File: src/rtl/intc_pkg.sv
package intc_pkg;
    typedef enum logic [0:0] {
        PORT_IDLE = 1'b0,
        PORT_RESP = 1'b1
    } port_state_e;

    localparam logic [7:0] OFS_PEND  = 8'h00;
    localparam logic [7:0] OFS_RAW   = 8'h04;
    localparam logic [7:0] OFS_SET   = 8'h08;
    localparam logic [7:0] OFS_CLR   = 8'h0C;
    localparam logic [7:0] OFS_CUR   = 8'h20;
    localparam logic [7:0] OFS_ACK   = 8'h28;
    localparam logic [7:0] OFS_THR   = 8'h2C;
    localparam logic [11:0] ADR_POL  = 12'h200;
    localparam logic [11:0] ADR_STK  = 12'h204;
    localparam logic [4:0]  PRIO_PAGE = 5'h06;
endpackage

File: src/rtl/intc_src_cond.sv
module intc_src_cond #(
    parameter int N = 32
) (
    input  logic         clk,
    input  logic         rst_n,
    input  logic [N-1:0] src_i,
    input  logic [N-1:0] pol_sel_i,
    input  logic [N-1:0] stk_sel_i,
    input  logic [N-1:0] ack_clr_i,
    output logic [N-1:0] cond_o
);
    logic [N-1:0] lvl;
    logic [N-1:0] held;

    // polarity: select bit 1 passes, 0 inverts
    assign lvl = src_i ^ ~pol_sel_i;

    always_ff @(posedge clk) begin
        if (!rst_n) held <= '0;
        else        held <= ((held & ~ack_clr_i) | lvl) & stk_sel_i;
    end

    assign cond_o = lvl | held;


    latch_hold_chk: assert property (@(posedge clk) disable iff (!rst_n)
        ((held & ~ack_clr_i) != '0) |=>
        ((held & $past(held & ~ack_clr_i) & stk_sel_i) == ($past(held & ~ack_clr_i) & stk_sel_i)));


    ack_clears_chk: assert property (@(posedge clk) disable iff (!rst_n)
        ((ack_clr_i & ~lvl) != '0) |=> ((held & $past(ack_clr_i & ~lvl)) == '0));
endmodule

File: src/rtl/intc_prio_pick.sv
module intc_prio_pick #(
    parameter int N  = 32,
    parameter int PW = 4,
    localparam int IW = $clog2(N)
) (
    input  logic [N-1:0]         pend_i,
    input  logic [N-1:0][PW-1:0] prio_i,
    input  logic [PW-1:0]        thr_i,
    output logic [N-1:0]         elig_o,
    output logic                 any_o,
    output logic [IW-1:0]        idx_o
);
    for (genvar i = 0; i < N; i++) begin : g_elig
        assign elig_o[i] = pend_i[i] && (prio_i[i] <= thr_i);
    end

    logic [PW-1:0] best;

    always_comb begin
        any_o = 1'b0;
        idx_o = '0;
        best  = '1;
        for (int i = 0; i < N; i++) begin
            if (elig_o[i] && (!any_o || prio_i[i] < best)) begin
                any_o = 1'b1;
                idx_o = IW'(i);
                best  = prio_i[i];
            end
        end
    end
endmodule

File: src/rtl/intc_bank.sv
module intc_bank #(
    parameter int N  = 32,
    parameter int PW = 4,
    localparam int IW = $clog2(N)
) (
    input  logic                 clk,
    input  logic                 rst_n,
    input  logic [N-1:0]         cond_i,
    input  logic [N-1:0][PW-1:0] prio_i,
    input  logic                 set_we_i,
    input  logic                 clr_we_i,
    input  logic                 thr_we_i,
    input  logic [N-1:0]         wbits_i,
    input  logic [PW-1:0]        wthr_i,
    output logic [N-1:0]         mask_o,
    output logic [PW-1:0]        thr_o,
    output logic [N-1:0]         elig_o,
    output logic                 any_o,
    output logic [IW-1:0]        cur_o,
    output logic                 line_o
);
    always_ff @(posedge clk) begin
        if (!rst_n) begin
            mask_o <= '0;
            thr_o  <= '1;
            line_o <= 1'b0;
        end else begin
            if (set_we_i)      mask_o <= mask_o | wbits_i;
            else if (clr_we_i) mask_o <= mask_o & ~wbits_i;
            if (thr_we_i)      thr_o  <= wthr_i;
            line_o <= any_o;
        end
    end

    intc_prio_pick #(.N(N), .PW(PW)) u_pick (
        .pend_i (cond_i & mask_o),
        .prio_i (prio_i),
        .thr_i  (thr_o),
        .elig_o (elig_o),
        .any_o  (any_o),
        .idx_o  (cur_o)
    );


    mask_set_chk: assert property (@(posedge clk) disable iff (!rst_n)
        set_we_i |=> ((mask_o & $past(wbits_i)) == $past(wbits_i)));


    mask_clr_chk: assert property (@(posedge clk) disable iff (!rst_n)
        (clr_we_i && !set_we_i) |=> ((mask_o & $past(wbits_i)) == '0));


    cur_valid_chk: assert property (@(posedge clk) disable iff (!rst_n)
        any_o |-> elig_o[cur_o]);


    line_follow_chk: assert property (@(posedge clk) disable iff (!rst_n)
        line_o |-> $past(mask_o != '0));
endmodule

File: src/rtl/prio_intc.sv
module prio_intc
    import intc_pkg::*;
(
    input  logic        clk,
    input  logic        rst_n,
    input  logic [31:0] src_i,
    input  logic        req_i,
    input  logic        we_i,
    input  logic [11:0] addr_i,
    input  logic [31:0] wdata_i,
    output logic [31:0] rdata_o,
    output logic        rvalid_o,
    output logic        irq_o,
    output logic        fiq_o
);
    localparam int N  = 32;
    localparam int PW = 4;
    localparam int NB = 2;
    localparam int IW = $clog2(N);

    logic [N-1:0]          pol_sel, stk_sel, cond, ack_clr;
    logic [N-1:0][PW-1:0]  prio_q;
    logic [NB-1:0][N-1:0]  mask, elig;
    logic [NB-1:0][PW-1:0] thr;
    logic [NB-1:0][IW-1:0] cur;
    logic [NB-1:0]         any, line, set_we, clr_we, thr_we;

    logic       rd_fire, wr_fire, bank_hit, prio_hit;
    logic       bsel;
    logic [7:0] ofs;
    logic [IW-1:0] pidx;
    logic [31:0] rd_val;
    port_state_e state, state_nx;

    assign rd_fire  = req_i && !we_i;
    assign wr_fire  = req_i && we_i;
    assign bank_hit = (addr_i[11:9] == 3'b000);
    assign bsel     = addr_i[8];
    assign ofs      = addr_i[7:0];
    assign prio_hit = (addr_i[11:7] == PRIO_PAGE) && (addr_i[1:0] == 2'b00);
    assign pidx     = addr_i[2 +: IW];

    intc_src_cond #(.N(N)) u_cond (
        .clk       (clk),
        .rst_n     (rst_n),
        .src_i     (src_i),
        .pol_sel_i (pol_sel),
        .stk_sel_i (stk_sel),
        .ack_clr_i (ack_clr),
        .cond_o    (cond)
    );

    for (genvar b = 0; b < NB; b++) begin : g_bank
        logic hit;
        assign hit       = wr_fire && bank_hit && (bsel == b[0]);
        assign set_we[b] = hit && (ofs == OFS_SET);
        assign clr_we[b] = hit && (ofs == OFS_CLR);
        assign thr_we[b] = hit && (ofs == OFS_THR);

        intc_bank #(.N(N), .PW(PW)) u_bank (
            .clk      (clk),
            .rst_n    (rst_n),
            .cond_i   (cond),
            .prio_i   (prio_q),
            .set_we_i (set_we[b]),
            .clr_we_i (clr_we[b]),
            .thr_we_i (thr_we[b]),
            .wbits_i  (wdata_i[N-1:0]),
            .wthr_i   (wdata_i[PW-1:0]),
            .mask_o   (mask[b]),
            .thr_o    (thr[b]),
            .elig_o   (elig[b]),
            .any_o    (any[b]),
            .cur_o    (cur[b]),
            .line_o   (line[b])
        );
    end

    // acknowledge: clear held state of the reading bank's winner
    always_comb begin
        ack_clr = '0;
        for (int b = 0; b < NB; b++) begin
            if (rd_fire && bank_hit && (bsel == b[0]) && (ofs == OFS_ACK) && any[b])
                ack_clr[cur[b]] = 1'b1;
        end
    end

    always_ff @(posedge clk) begin
        if (!rst_n) begin
            pol_sel <= '1;
            stk_sel <= '0;
            prio_q  <= '0;
        end else if (wr_fire) begin
            if (addr_i == ADR_POL) pol_sel <= wdata_i[N-1:0];
            if (addr_i == ADR_STK) stk_sel <= wdata_i[N-1:0];
            if (prio_hit)          prio_q[pidx] <= wdata_i[PW-1:0];
        end
    end

    always_comb begin
        rd_val = '0;
        if (bank_hit) begin
            case (ofs)
                OFS_PEND: rd_val[N-1:0]  = elig[bsel];
                OFS_RAW:  rd_val[N-1:0]  = cond;
                OFS_SET:  rd_val[N-1:0]  = mask[bsel];
                OFS_CUR,
                OFS_ACK:  rd_val[IW-1:0] = cur[bsel];
                OFS_THR:  rd_val[PW-1:0] = thr[bsel];
                default:  rd_val = '0;
            endcase
        end else if (addr_i == ADR_POL) begin
            rd_val[N-1:0] = pol_sel;
        end else if (addr_i == ADR_STK) begin
            rd_val[N-1:0] = stk_sel;
        end else if (prio_hit) begin
            rd_val[PW-1:0] = prio_q[pidx];
        end
    end

    // port state register
    always_ff @(posedge clk) begin
        if (!rst_n) state <= PORT_IDLE;
        else        state <= state_nx;
    end

    always_comb begin
        state_nx = state;
        unique case (state)
            PORT_IDLE: if (rd_fire)  state_nx = PORT_RESP;
            PORT_RESP: if (!rd_fire) state_nx = PORT_IDLE;
        endcase
    end

    // port outputs
    always_ff @(posedge clk) begin
        if (!rst_n)       rdata_o <= '0;
        else if (rd_fire) rdata_o <= rd_val;
    end

    assign rvalid_o = (state == PORT_RESP);
    assign irq_o    = line[0];
    assign fiq_o    = line[1];


    rd_resp_chk: assert property (@(posedge clk) disable iff (!rst_n)
        rd_fire |=> rvalid_o);


    rd_only_chk: assert property (@(posedge clk) disable iff (!rst_n)
        rvalid_o |-> $past(rd_fire));


    fiq_mask_chk: assert property (@(posedge clk) disable iff (!rst_n)
        fiq_o |-> $past(mask[1] != '0));
endmodule

File: config.mk
export PLATFORM = sky130hd
export DESIGN_NAME = prio_intc
export DESIGN_NICKNAME = d
export VERILOG_FILES = /design/src/rtl/intc_pkg.sv /design/src/rtl/intc_src_cond.sv /design/src/rtl/intc_prio_pick.sv /design/src/rtl/intc_bank.sv /design/src/rtl/prio_intc.sv
export SDC_FILE = /design/constraint.sdc
export NUM_CORES = 2
export LEC_CHECK = 0
export BUFFER_PORTS_ARGS = -buffer_cell sky130_fd_sc_hd__buf_2
export CAP_MARGIN = 20
export CORE_ASPECT_RATIO = 0.5
export CORE_MARGIN = 3
export CORE_UTILIZATION = 25
export CTS_CLUSTER_SIZE = 16
export DETAILED_ROUTE_END_ITERATION = 12
export SLEW_MARGIN = 20
export SYNTH_ARGS = -nofsm -noshare
export SYNTH_HDL_FRONTEND = slang
export SYNTH_SLANG_ARGS = --single-unit
export TNS_END_PERCENT = 20
File: constraint.sdc
create_clock -name clk -period 64.4 [get_ports clk]
set_input_delay 3.22 -clock clk [delete_from_list [all_inputs] [get_ports clk]]
set_output_delay 3.22 -clock clk [all_outputs]
set_load 0.03 [all_outputs]
# Yosys cells after proc, flatten, opt, wreduce, memory -nomap -nowiden
# Cells that the tools add are included.
# totals
register_bits	331
in_bits	80
out_inout_bits	35
# classes
n_lt_le_gt_ge	133
n_eq_ne	9
mux	220
bitwise_logic	16
n_reduce_logical	282
# op_table
operator	count
32-bit 2-to-1 mux	12
5-bit 2-to-1 mux	62
4-bit 2-to-1 mux	68
4-bit less-or-equal comparator	64
4-bit < comparator	62
32-bit bitwise AND	6
32-bit OR	5
1-bit logical AND	148
128-bit bitwise mux	1
32-bit NOT	3
27-bit case mux with 3 select lines	1
1-bit 2-to-1 mux	69
1-bit logical NOT	63
1-bit logical OR	62
32-bit bitwise XOR	1
28-bit 2-to-1 mux	1
12-bit by 10-bit equality test with 1-bit output, second input constant	2
8-bit by 6-bit equality test with 1-bit output, second input constant	3
4-bit binary-select mux with 5-bit select	1
4-bit demux with 5-bit select	1
4-bit case mux with 5 select lines	1
5-bit by 6-bit < comparator with 1-bit output, second input constant	3
8-bit by 4-bit equality test with 1-bit output, second input constant	2
5-bit by 1-bit greater-or-equal comparator with 1-bit output, second input constant	3
other kinds (12)	16

# Logic depth before layout (Yosys ltp)
# logic_depth
depth_word	141
depth_mapped	269
mapped_depth_nobuf	256

# Cells and area by module
# A second synthesis with hierarchy kept.
# hier_totals
cells_unflattened	4891
hier_area_um2	37364.6
# modules_own_cells
mod	n_inst	cells_each	area_per_inst_um2	seq_area_each_um2
prio_intc	1	1364	11659.9	4504.3
intc_prio_pick at g_bank[1].u_bank.u_pick	1	1546	10657.7	0.0
intc_prio_pick at g_bank[0].u_bank.u_pick	1	1410	9943.3	0.0
intc_bank	2	188	1677.9	740.7
intc_src_cond	1	195	1747.9	640.6

# Worst setup path after synthesis
# OpenSTA, ideal clock, no wires.
# synth_timing
kind	input to register
start	input port src_i[0]
end	register u_cond.held[15]
t_arrival_ns	46.893
path_slack_ns	17.420
cell_stages	245
path_buffers	13
cell_sequence	xor2_1 -> nand2b_1 -> nand2_1 -> or2_1 -> nor2_1 -> ha_1 -> a31oi_1 -> a211oi_1 -> or3_1 -> a21oi_1 -> inv_1 -> ha_1 -> a21oi_1 -> nor2_1 -> a21oi_1 -> o41ai_4 -> clkbuf_1 -> o21ai_0 -> (+209 left out) -> a21o_1 -> a21o_1 -> nand2_1 -> nand3_1 -> a211oi_2 -> nor2_1 -> nand2_1 -> o21ai_0 -> ha_1 -> a21o_1 -> a211o_1 -> a21o_1 -> nand3b_1 -> a211oi_1 -> nor4bb_1 -> buf_2 -> and3b_1 -> o31ai_1
# synth_between
elab_chain_cells	140
word_cells_on_any_way	461
# synth_rtl
element	line	rtl
from (decl)	prio_intc.sv:6	input logic [31:0] src_i,
32-bit bitwise XOR (*)	intc_src_cond.sv:16	assign lvl = src_i ^ ~pol_sel_i;
32-bit OR (*)	intc_src_cond.sv:23	assign cond_o = lvl | held;
32-bit bitwise AND	intc_bank.sv:36	.pend_i (cond_i & mask_o),
1-bit logical AND	intc_prio_pick.sv:14	assign elig_o[i] = pend_i[i] && (prio_i[i] <= thr_i);
4-bit 2-to-1 mux or 1-bit 2-to-1 mux (tied branches)	intc_prio_pick.sv:24	if (elig_o[i] && (!any_o || prio_i[i] < best)) begin
4-bit < comparator or 1-bit logical NOT (tied branches)	intc_prio_pick.sv:24	
1-bit logical OR	intc_prio_pick.sv:24	
1-bit logical AND	intc_prio_pick.sv:24	
(+124 left out)	--	
1-bit demux with 5-bit select	prio_intc.sv:84	ack_clr[cur[b]] = 1'b1;
32-bit 2-to-1 mux	prio_intc.sv:83	if (rd_fire && bank_hit && (bsel == b[0]) && (ofs == OFS_ACK) && any[b])
32-bit OR (no source line)	--	
32-bit 2-to-1 mux (*)	prio_intc.sv:83	
32-bit NOT (*)	intc_src_cond.sv:20	else held <= ((held & ~ack_clr_i) | lvl) & stk_sel_i;
32-bit bitwise AND (*)	intc_src_cond.sv:20	
32-bit OR (*)	intc_src_cond.sv:20	
32-bit bitwise AND (*)	intc_src_cond.sv:20	
to (signal assigned)	intc_src_cond.sv:20	
to (decl)	intc_src_cond.sv:13	logic [N-1:0] held;
# Every way passes the cells marked *; elsewhere a longest branch is shown, timed or not.
# A chain may end at the register's enable or synchronous reset.

# Worst setup path in the final report
# layout_timing
start	input port src_i[0]
end	register u_cond.held[13]
# Same word-level chain as after synthesis.

==> metrics.md <==
| Metric | Value |
|---|---|
| Status | finished, final reports clean |
| Slew Viols, Final | 0 |
| Compound-cell area share of the yosys netlist | 28.7% |
| Netlist cell types | 121 |
| Rows | 95 |
| Critical Path RT | 64.83 ns |
| Clock transition at path regs | 0.06 ns |
| Crit path max fanout | 12 |
| CTS resizes | 0 |
| Worst-case clock buffer depth | 3 |
| Clk sinks | 331 |
| Worst-skew pair later-pin latency | 0.61 ns |
| Cell Pwr Density | 13.0 nW/um2 |
| WL final | 138,000 um |
| Drt initial violations | 4,303 |
| GRT Total Usage | 18.5% |
| Initial core utilization | 25.4% |
| #FFs+latches synth | 331 |
| Global-route wire length before repair | 206,000 um |
| GR Overflow Total | 0 |
| Setup-failing EPs final | 0 |
| CP peak stage delay | 0.97 ns |
| Max Clk Rate | 18.5 MHz |
| CP Capture Point | u_cond.held[13] |
| Reg2reg end | u_cond.held[13] |
| Worst path most repeated cell | ha_1 |
| Routed vias | 35.3k |
| Post-synthesis simple-gate area fraction | 23.1% |
| IO Pins | 115 |
| H-tree Lvls | 2 |
| Largest net degree at the start of global routing | 159 |
| Largest family of logic cells by synthesized area | compound AO/OA/AOI/OAI gates |
| Vias per cell | 5.65 |
| EDFF count, synth | 0 |
| Arrival time worst endpoint | 54.46 ns |
| Worst r2r path cells | 224 |
| DRC viols | 0 |
| Post-synth top area cell | dfxtp_1 |
| Vias in the first global route | 32.2k |
| Non-filler cells, final | 6,248 |
| Critical Path Start Type | input port |
| Async set-or-reset flop fraction in the synthesized netlist | 0% |
| Area after DPL | 36,800 um2 |
| Yosys warning count | 0 |
| Critical path origin | src_i[0] |
| WL/cell | 22.1 um |
| Clk_skew | 0.0276 ns |
| Top-count cell post-synth | nand2_1 |
| Period utilization | 83.9% |
| Worst R2R Start | g_bank[1].u_bank.thr_o[1] |
| Synth top area cells | dfxtp_1, ha_1, nand2_1 |
| Root buffer cell | clkbuf_16 |
| Layout area overhead | 11.3% |
| Post-Place Cells | 6,170 |
| Dpl hpwl | 102,000 um |
| Crit path kind | in2reg |
| Hold Fails Final Rpt | 0 |
| Sequential share of the synthesized area | 19.2% |
| Measured slew at the worst slew-check pin | 1.18 ns |
| Ys flop type | dfxtp_1 |
| CTS tree | done |
| Synth top area share | 19.2% |
| Max cap viols | 0 |
| Setup tns final | 0 ns |
| Share of cells above drive strength 1 | 10.1% |
| Hold_buf cts | 0 |
| Post CTS Setup Buffer Count | 0 |
| Core Region | 136,000 um2 |
| Chip width | 531 um |
| CP max-delay cell | a2111oi_0 |
| Final Instance Area | 38,300 um2 |
| Mux share of post-synthesis cell area | 8.85% |
| CP endpoint kind | register |
| Die Y-Extent | 268 um |
| Net count, final | 4,884 |
| RSZ-0062 raised after global routing | no |
| Xor and xnor area share after synthesis | 1.25% |
| Synthesized area | 34,400 um2 |
| Reg2Reg Setup Slack | 11.58 ns |
| Port bufs | 114 |
| Syn Nets | 4,900 |
| Syn_area_per_cell | 7.76 um2 |
| GPL Wtd Cong | 0.968 |
| Commonest cells in the netlist | nand2_1, ha_1, dfxtp_1 |
| Initial antenna violation count | 3 |
| LEAKAGE | 16.6 nW |
| Min cycle time layout | 54.02 ns |
| Full die area | 143,000 um2 |
| Worst VDD drop | 0.0161 mV |
| CTS buffer count | 41 |
| Antenna-violating nets left | 0 |
| Worst slew margin | 21.0% |
| Post-Synth Adder-Cell Area | 14.3% |
| Post-Syn Instances | 4,436 |
| Min-delay worst type | reg2reg |
| DRT Pass-1 Iters | 10 |
-- cell type report --
cell class / instances / area, um2
tap: 1794 / 2240
multi-input combinational: 3687 / 26300
clock buffer: 55 / 1180
clock inverter: 21 / 290
sequential: 331 / 6630
fill: 14700 / 97200
inverter: 199 / 747
antenna: 1 / 2.50
timing repair buffer: 160 / 948
-- worst min path at each step --
| stage | from | end | slack (ns) | cells after the start |
|---|---|---|---|---|
| floorplan | stk_sel[31] | u_cond.held[31] | 0.43 | 2 |
| global placement | stk_sel[31] | u_cond.held[31] | 0.46 | 2 |
| detailed placement | stk_sel[31] | u_cond.held[31] | 0.47 | 2 |
| CTS | stk_sel[31] | u_cond.held[31] | 0.48 | 2 |
| global route | stk_sel[31] | u_cond.held[31] | 0.51 | 2 |
| finish | stk_sel[31] | u_cond.held[31] | 0.49 | 2 |
-- cell usage in the layout, fill, tap and decap left out, drive strengths merged, types with 31 or more instances in the layout --
cell	n
a211oi	59
inv	200
a22oi	77
dfxtp	331
mux2	74
and2	38
o22ai	43
o21ai	294
nor3	56
nand2b	140
a21boi	111
nor2	280
a221oi	46
o211a	39
nand3	185
mux2i	131
buf	160
and3	35
a31oi	45
xor2	37
o21a	36
nand2	520
clkbuf	55
a41o	55
o211ai	32
a222oi	31
ha	384
a21o	57
mux4	40
a21oi	254
nor2b	225
-- power by group --
group	internal [W]	switching, W	leakage [nW]	total, W
clock network	0.000154	0.000105	0.726	0.000259
logic	0.00000982	0.0000248	13.2	0.0000347
registers	0.000206	0.000000682	2.67	0.000207
total	0.000369	0.000131	16.6	0.000500
-- worst max-delay path, delay by kind of cell --
kind                     cells  cell delay, ns
adder cells (fa/ha/maj)     31            8.43
multiplexers                12            3.87
AND/OR/NAND/NOR             54           10.90
XOR/XNOR                     1            0.15
buffers and inverters       19            1.45
AO/OA/AOI/OAI              104           26.45
-- metal layers --
metal	vias up	track usage (%)	share of wire, %
met5	-	0	0.012
met1	16900	25.0	43
met2	1508	29.7	44
li1	16600	-	-
met3	305	2.42	7.5
met4	2	8.01	4.7
-- per-stage QoR --
step,total power [W],utilization [%],setup WS [ns],hold slack (ns)
after detailed placement,0.000245,27.2,10.88,0.472
after global routing,0.000511,28.3,6.30,0.507
final,0.000500,28.3,10.38,0.487
after global placement,0.000245,27.2,10.83,0.460
after CTS,0.000502,28.3,11.29,0.481
after floorplan,0.000229,-,17.42,0.425
-- logic make-up (layout without fill, tap and decap cells) --
kind of cell / Yosys count / count (layout)
fa+ha+maj: 395 / 395
buf+inv: 418 / 435
xor+xnor: 49 / 49
compound gates: 1385 / 1385
other cells: 0 / 1
flops: 331 / 331
mux: 245 / 245
simple gates: 1613 / 1613
Note: power is estimated with default switching activity, not from simulation.
